**src/rtl/srr_pkg.sv**
```systemverilog
package srr_pkg;
  parameter int unsigned DEFAULT_DEPTH = 1024;
  typedef enum logic {
    ENTRY_RECIRC = 1'b0,
    ENTRY_XOR    = 1'b1
  } entry_e;
endpackage

```
**src/rtl/srr_head.sv**
```systemverilog
module srr_head
  import srr_pkg::*;
(
  input  logic write_i,
  input  logic data_i,
  input  logic tail_i,
  output logic head_o
);
  entry_e sel;
  assign sel = write_i ? ENTRY_XOR : ENTRY_RECIRC;

  always_comb begin
    unique case (sel)
      ENTRY_XOR:    head_o = data_i ^ tail_i;
      default:      head_o = tail_i;
    endcase
  end
endmodule

```
**src/rtl/srr_ring.sv**
```systemverilog
module srr_ring #(
  parameter int unsigned DEPTH = 1024
) (
  input  logic clk_i,
  input  logic rst_ni,
  input  logic clear_i,
  input  logic shift_i,
  input  logic head_i,
  output logic tail_o,
  output logic head_stage_o
);
  logic [DEPTH-1:0] stage_q;

  for (genvar j = 0; j < DEPTH; j++) begin : g_stage
    logic nxt;
    if (j == DEPTH - 1) begin : g_head
      assign nxt = head_i;
    end else begin : g_body
      assign nxt = stage_q[j+1];
    end
    always_ff @(posedge clk_i or negedge rst_ni) begin
      if (!rst_ni)      stage_q[j] <= 1'b0;
      else if (clear_i) stage_q[j] <= 1'b0;
      else if (shift_i) stage_q[j] <= nxt;
    end
  end

  assign tail_o       = stage_q[0];
  assign head_stage_o = stage_q[DEPTH-1];

  assert_hold_R3: assert property (@(posedge clk_i) disable iff (!rst_ni)
    (!clear_i && !shift_i) |=> $stable(stage_q));

  assert_clear_R4: assert property (@(posedge clk_i) disable iff (!rst_ni)
    clear_i |=> (stage_q == '0));
endmodule

```
**src/rtl/srr_pos.sv**
```systemverilog
module srr_pos #(
  parameter int unsigned DEPTH = 1024
) (
  input  logic clk_i,
  input  logic rst_ni,
  input  logic clear_i,
  input  logic shift_i,
  output logic frame_o
);
  localparam int unsigned PosW = (DEPTH > 1) ? $clog2(DEPTH) : 1;
  localparam logic [PosW-1:0] PosLast = PosW'(DEPTH - 1);

  logic [PosW-1:0] pos_q;

  always_ff @(posedge clk_i or negedge rst_ni) begin
    if (!rst_ni)      pos_q <= '0;
    else if (clear_i) pos_q <= '0;
    else if (shift_i) pos_q <= (pos_q == PosLast) ? '0 : pos_q + 1'b1;
  end

  assign frame_o = (pos_q == '0);

  assert_frame_leave_R8: assert property (@(posedge clk_i) disable iff (!rst_ni)
    (frame_o && shift_i && !clear_i) |=> !frame_o);

  assert_frame_hold_R8: assert property (@(posedge clk_i) disable iff (!rst_ni)
    (!shift_i && !clear_i) |=> $stable(frame_o));
endmodule

```
**src/rtl/srr_out.sv**
```systemverilog
module srr_out (
  input  logic read_i,
  input  logic tail_i,
  output logic data_o,
  output logic data_oe_o
);
  // Disabled driver pulls nothing: 0 on a wired-OR line
  assign data_oe_o = read_i;
  assign data_o    = read_i & tail_i;
endmodule

```
**src/rtl/serial_ring_accum.sv**
```systemverilog
module serial_ring_accum
  import srr_pkg::*;
#(
  parameter int unsigned DEPTH = DEFAULT_DEPTH
) (
  input  logic clk_i,
  input  logic rst_ni,
  input  logic shift_en_i,
  input  logic write_i,
  input  logic read_i,
  input  logic data_i,
  input  logic clear_i,
  output logic data_o,
  output logic data_oe_o,
  output logic frame_o
);
  logic tail, head_bit, head_stage;

  srr_head u_head (
    .write_i (write_i),
    .data_i  (data_i),
    .tail_i  (tail),
    .head_o  (head_bit)
  );

  srr_ring #(.DEPTH(DEPTH)) u_ring (
    .clk_i        (clk_i),
    .rst_ni       (rst_ni),
    .clear_i      (clear_i),
    .shift_i      (shift_en_i),
    .head_i       (head_bit),
    .tail_o       (tail),
    .head_stage_o (head_stage)
  );

  srr_pos #(.DEPTH(DEPTH)) u_pos (
    .clk_i   (clk_i),
    .rst_ni  (rst_ni),
    .clear_i (clear_i),
    .shift_i (shift_en_i),
    .frame_o (frame_o)
  );

  srr_out u_out (
    .read_i    (read_i),
    .tail_i    (tail),
    .data_o    (data_o),
    .data_oe_o (data_oe_o)
  );

  assert_recirc_R1: assert property (@(posedge clk_i) disable iff (!rst_ni)
    (shift_en_i && !write_i && !clear_i) |=> (head_stage == $past(tail)));

  assert_write_xor_R2: assert property (@(posedge clk_i) disable iff (!rst_ni)
    (shift_en_i && write_i && !clear_i) |=> (head_stage == ($past(data_i) ^ $past(tail))));

  assert_oe_R6: assert property (@(posedge clk_i) disable iff (!rst_ni)
    data_o |-> data_oe_o);

  assert_clear_frame_R4: assert property (@(posedge clk_i) disable iff (!rst_ni)
    clear_i |=> (frame_o && !data_o));
endmodule

```
**config.mk**
```make
export PLATFORM = sky130hd
export DESIGN_NAME = serial_ring_accum
export DESIGN_NICKNAME = d
export VERILOG_FILES = /design/src/rtl/srr_pkg.sv /design/src/rtl/srr_head.sv /design/src/rtl/srr_ring.sv /design/src/rtl/srr_pos.sv /design/src/rtl/srr_out.sv /design/src/rtl/serial_ring_accum.sv
export SDC_FILE = /design/constraint.sdc
export NUM_CORES = 1
export LEC_CHECK = 0
export BUFFER_PORTS_ARGS = -buffer_cell sky130_fd_sc_hd__buf_2
export CAP_MARGIN = 20
export CORE_MARGIN = 3
export CORE_UTILIZATION = 58
export DETAILED_ROUTE_END_ITERATION = 10
export PLACE_DENSITY_LB_ADDON = 0.05
export SYNTH_ARGS = -nofsm -noshare
export SYNTH_HDL_FRONTEND = slang
export SYNTH_SLANG_ARGS = --single-unit
```
**constraint.sdc**
```tcl
create_clock -name clk_i -period 1.8 [get_ports clk_i]
set_clock_uncertainty 0.2 [all_clocks]
set_input_delay 0.18 -clock clk_i [delete_from_list [all_inputs] [get_ports clk_i]]
set_output_delay 0.18 -clock clk_i [all_outputs]
set_load 0.01 [all_outputs]
```
# Word-level counts from Yosys, hierarchy flattened
# Index checks and enable logic that the tools add are counted.
dict set report totals {
  reg_bits 1034
  latchBits 0
  ram_bits 0
  mem_bits_ro 0
  in_bits 7
  out_inout_bits 3
  word_cells 3084
  memories 0
}
dict set report classes {
  add_sub_neg 1
  mul 0
  div_mod_pow 0
  n_lt_le_gt_ge 0
  n_eq_ne 1
  shifts 0
  mux 2053
  n_bitwise 2
  n_reduce_logical 2
}
# cell n
set op_table {}
lappend op_table {{$mux W1} 2050}
lappend op_table {{$mux W10} 3}
lappend op_table {{$add A10 B1 Y10 const B} 1}
lappend op_table {{$eq A10 B10 Y1 const B} 1}
lappend op_table {{$logic_not A10 Y1} 1}
lappend op_table {{$reduce_bool A2 Y1} 1}
lappend op_table {{$and A1 B1 Y1} 1}
lappend op_table {{$xor A1 B1 Y1} 1}

# Logic depth before layout (Yosys ltp)
dict set report depth {
  ltp_word 4
  depth_mapped 6
}

# Hierarchy
# A second synthesis with hierarchy kept.
dict set report hier_totals {
  cells_unflattened 3367
  area_unflattened_um2 41733.8
}
# mod n_inst cells_per_inst area_per_inst_um2
set modules_own_cells {}
lappend modules_own_cells {srr_ring 1 3300 41126.9}
lappend modules_own_cells {srr_pos 1 63 580.6}
lappend modules_own_cells {srr_out 1 2 13.8}
lappend modules_own_cells {srr_head 1 2 12.5}

# Worst setup path before layout
# No wires, ideal clock.
dict set report synth_timing {
  path_kind {reg2reg}
  startpoint {register u_pos.pos_q[0]}
  endpoint {register u_pos.pos_q[8]}
  setup_time_ps 77
  arrival_time_ps 1294
  required_ps 1523
  slack_ps 228
  path_stages_with_launch 5
  path_buffers 0
  path_cell_list {dfrtp_1 -> ha_1 -> nand3_1 -> or4_1 -> a21oi_1}
}
dict set report synth_via {
  elab_chain_cells 4
  word_cells_on_any_way 5
}
# element line_no
set synth_lines {}
lappend synth_lines {{from (decl)} srr_pos.sv:13} ;# logic [PosW-1:0] pos_q;
lappend synth_lines {{from (signal assigned)} srr_pos.sv:18} ;# else if (shift_i) pos_q <= (pos_q == PosLast) ? '0 : pos_q + 1'b1;
lappend synth_lines {{$add A10 B1 Y10 / $eq A10 B10 Y1 (equally long branches)} srr_pos.sv:18}
lappend synth_lines {{$mux W10 * (2 in a row)} srr_pos.sv:18}
lappend synth_lines {{$mux W10 *} srr_pos.sv:17} ;# else if (clear_i) pos_q <= '0;
# Mark *: on every way between the ends. The rest lies on a longest branch, timed or not. The select of a mux whose other input is x is not followed.
# A chain may end at the register's enable or synchronous reset.

# Worst setup path in the final report
dict set report layout_timing {
  startpoint {register u_pos.pos_q[0]}
  endpoint {output port frame_o}
}
dict set report layout_via {
  elab_chain_cells 1
}
# element line_no
set layout_lines {}
lappend layout_lines {{$logic_not A10 Y1} srr_pos.sv:21} ;# assign frame_o = (pos_q == '0);
lappend layout_lines {{to (decl)} serial_ring_accum.sv:15} ;# output logic frame_o
# Every way passes these cells.

==> metrics.md <==
| Metric | Value |
|---|---|
| Register Area | between 20000 and 30000 um2 |
| First-pass GRT wire length | 114 mm |
| 1st-iter DRT viols | 1412 |
| Syn Nets | between 3000 and 4000 |
| Post-synth cell types | 32 |
| Main combinational cell family by area after synthesis | multiplexers |
| Leak | 24.6 nW |
| Multi-input combinational cell area | 14400 um2 |
| Critical path capture point type | primary output |
| Post-layout minimum cycle time | slightly above 2 ns |
| Detail Placement HPWL | 36.9 mm |
| CP Launch Point | u_pos.pos_q[0] |
| Clock Pin Slew Worst Setup and Hold Paths | around 0.06 ns |
| Skew-Pair Late Insertion Delay | 0.63 ns |
| Synth Area in XOR/XNOR | 0.0844% |
| DP Area | 43100 um2 |
| Post-synthesis simple-gate area fraction | 9.62% |
| Die Wd | approximately 270 um |
| Max-cap violations | 0 |
| Num rows | 97 |
| Compound-Gate Fraction of Synth Area | 0.292% |
| Final Instance Area | 46800 um2 |
| Fin crit share | 114% |
| Status | complete, but fails checks |
| CP Launch Type | flop |
| Vias/cell | 5.26 |
| Initial cell density of the core | approximately 59% |
| Core Util, Final | 66.3% |
| Drt first pass iters | 4 |
| Mapped cell area | 41500 um2 |
| Reg2Reg Setup Slack | -0.01 ns |
| # port buffers | 9 |
| Yosys warns | 0 |
| Hold_ws | 0.148 ns |
| Violated checks | setup timing |
| Max-slew headroom | 57.0% |
| Clock root buffer | clkbuf_16 |
| DRT Wirelength | 63.0 mm |
| Total global routing track utilization | 17.6% |
| Routed wl met2 | between 30 and 40 mm |
| Vias | 23100 |
| Antenna violations before repair | 0 |
| # setup viols final | 2 |
| Worst Slack Setup Final | -0.257 ns |
| I/O pin total | 10 |
| Max FO, Critical Path | 2 |
| Post-Syn Instances | 3365 |
| Clk buf depth | 3 |
| Antenna fix cells | 0 |
| CTS tree | yes |
| Die ar. | 74800 um2 |
| # DRC | 0 |
| Layout cell share with drive strength beyond 1 | 8.80% |
| Post-route ant nets | 0 |
| WP data arrival | 1.68 ns |
| Reg-to-reg startpoint | u_pos.pos_q[0] |
| FF-to-FF End | u_pos.pos_q[6] |
| Power per Cell Area | 1010 nW/um2 |
| CP required | 1.42 ns |
| Final hold vios | 0 |
| Die height | 274 um |
| Met1 Wirelength | a little under 30 mm |
| Adder-cell area share of the yosys netlist | 0.0603% |
| CTS H-tree lvls | 3 |
| WL met3 | ~1.6 mm |
| Final Wtd Congestion | 0.708 |
| Fin. max-slew vios | 0 |
| Vias in the first global route | 24400 |
| Setup CP Type | reg -> out |
| Syn Area/Cell | 12.3 um2 |
| Tot Pwr | 47.3 mW |
| Max layer used | met4 |
| Fill count | 5207 |
| Mux cell area share after synthesis | 24.7% |
| CORE AREA | around 70000 um2 |
| Area Growth Syn to Fin | 12.7% |
| Least-Margin Pin Slew | 0.646 ns |
| Wire per inst | 14.3 um |
| CTS Buf Count | 102 |
| Grt total ovfl | 0 |
| R2r worst-path depth | 7 |
| Sequential fraction of the synthesis area | 62.3% |
| RSZ-0062 raised after global routing | true |
| Max rail drop VDD | between 0.7 and 0.8 mV |
| F_max | 0.486 GHz |
| # clock sinks | 1034 |
| Final nets | 3381 |
| Largest net degree at the start of global routing | 151 |
| Flops & latches, synth | between 1000 and 1500 |
| Type of the most critical hold path | in -> async |
## through the flow
stage               setup WS [ns]  cells  TNS, ns
floorplan                   0.228   3365        0
global placement            0.137   4196        0
detailed placement          0.110   4196        0
CTS                        -0.294   4392   -0.294
global route               -0.330   4394   -0.469
finish                     -0.257   4394   -0.265
## worst max-delay path, cell delays in order (launching register included)
cell and delay (ns):
dfrtp_1 0.39, buf_6 0.12, inv_2 0.05, ha_1 0.14
and4_1 0.21, buf_2 0.14
## where the power goes
group / switching, mW / leakage (nW) / internal (mW)
combinational: 1.42 / 8.39 / 0.781
sequential: 0.00870 / 14.4 / 23.3
clock: 8.50 / 1.75 / 13.3
total: 9.93 / 24.6 / 37.3
## sequential cells by signal, summed over array words and instances (netlist names)
signal and flops:
u_ring.g_stage.nxt 1022, u_ring.tail_o 1, u_pos.pos_q 10, u_ring.head_stage_o 1
## routing by layer
layer	vias to the layer above	GRT usage, %
li1	11200	-
met1	11700	23.5
met2	154	30.3
met3	98	2.73
met4	0	5.04
met5	-	0
## layout make-up
type,instances,area share (%)
flip-flops and latches,1034,55.3
inverters,4,0.0321
multi-input cells,2096,30.9
clock inverters,37,1.03
clock buffers,149,6.53
repair buffers,134,3.66
well taps,940,2.52
## Yosys cell counts, drive strengths merged
master	number	area share [%]
or4	3	0.054
o22ai	1	0.015
inv	4	0.036
and4	1	0.021
dfrtp	1034	62
xor2	4	0.084
mux2i	1023	25
nand2	6	0.054
a31oi	1	0.015
nand3	6	0.072
a21oi	4	0.048
o32ai	1	0.021
buf	119	1.8
nand2b	1	0.015
ha	2	0.060
o31ai	3	0.054
nor2	1027	9.3
clkbuf	112	1.1
or3	2	0.030
nor4	1	0.015
nor3	2	0.024
o2111ai	2	0.084
a211oi	1	0.018
nand4	1	0.030
o21ai	3	0.036
and2	1	0.015
## worst max path at each step
stage | end | slack [ns] | cells after the start
floorplan | u_pos.pos_q[8] | 0.23 | 4
CTS | frame_o | -0.29 | 3
finish | frame_o | -0.26 | 5
detailed placement | u_pos.pos_q[7] | 0.11 | 5
global route | frame_o | -0.33 | 3
global placement | u_pos.pos_q[6] | 0.14 | 5
## cells by family after synthesis
group                      count (synthesis)
AOI/OAI and AO/OA                         16
xor gates and xnor gates                   4
adders and majority gates                  2
buffers and inverters                    235
DFF                                     1034
muxes                                   1023
and+or+nand+nor                         1051
## cells in the final DEF, fill, tap and decap left out, types with 4 or more instances in the layout
cell and n:
dlygate4sd3_1 6, bufinv_16 11, mux2i_1 1023, dfrtp_1 1032
buf_4 64, a21oi_1 4, clkbuf_1 18, clkbuf_8 26
nand3_1 5, buf_2 6, buf_12 55, nor2_1 1027
clkbuf_16 105, nand2_1 6, clkinv_2 19, xor2_1 4
## timing repair
action | in CTS | in global routing
hold buffers | 6 | 0
hold endpoints to repair | 1392 | 0
resized for setup | 4 | 5
endpoints found under the setup margin | 1 | 5
setup buffers | 4 | 2
pin swaps | 1 | 2
Note: power is estimated with default switching activity, not from simulation.
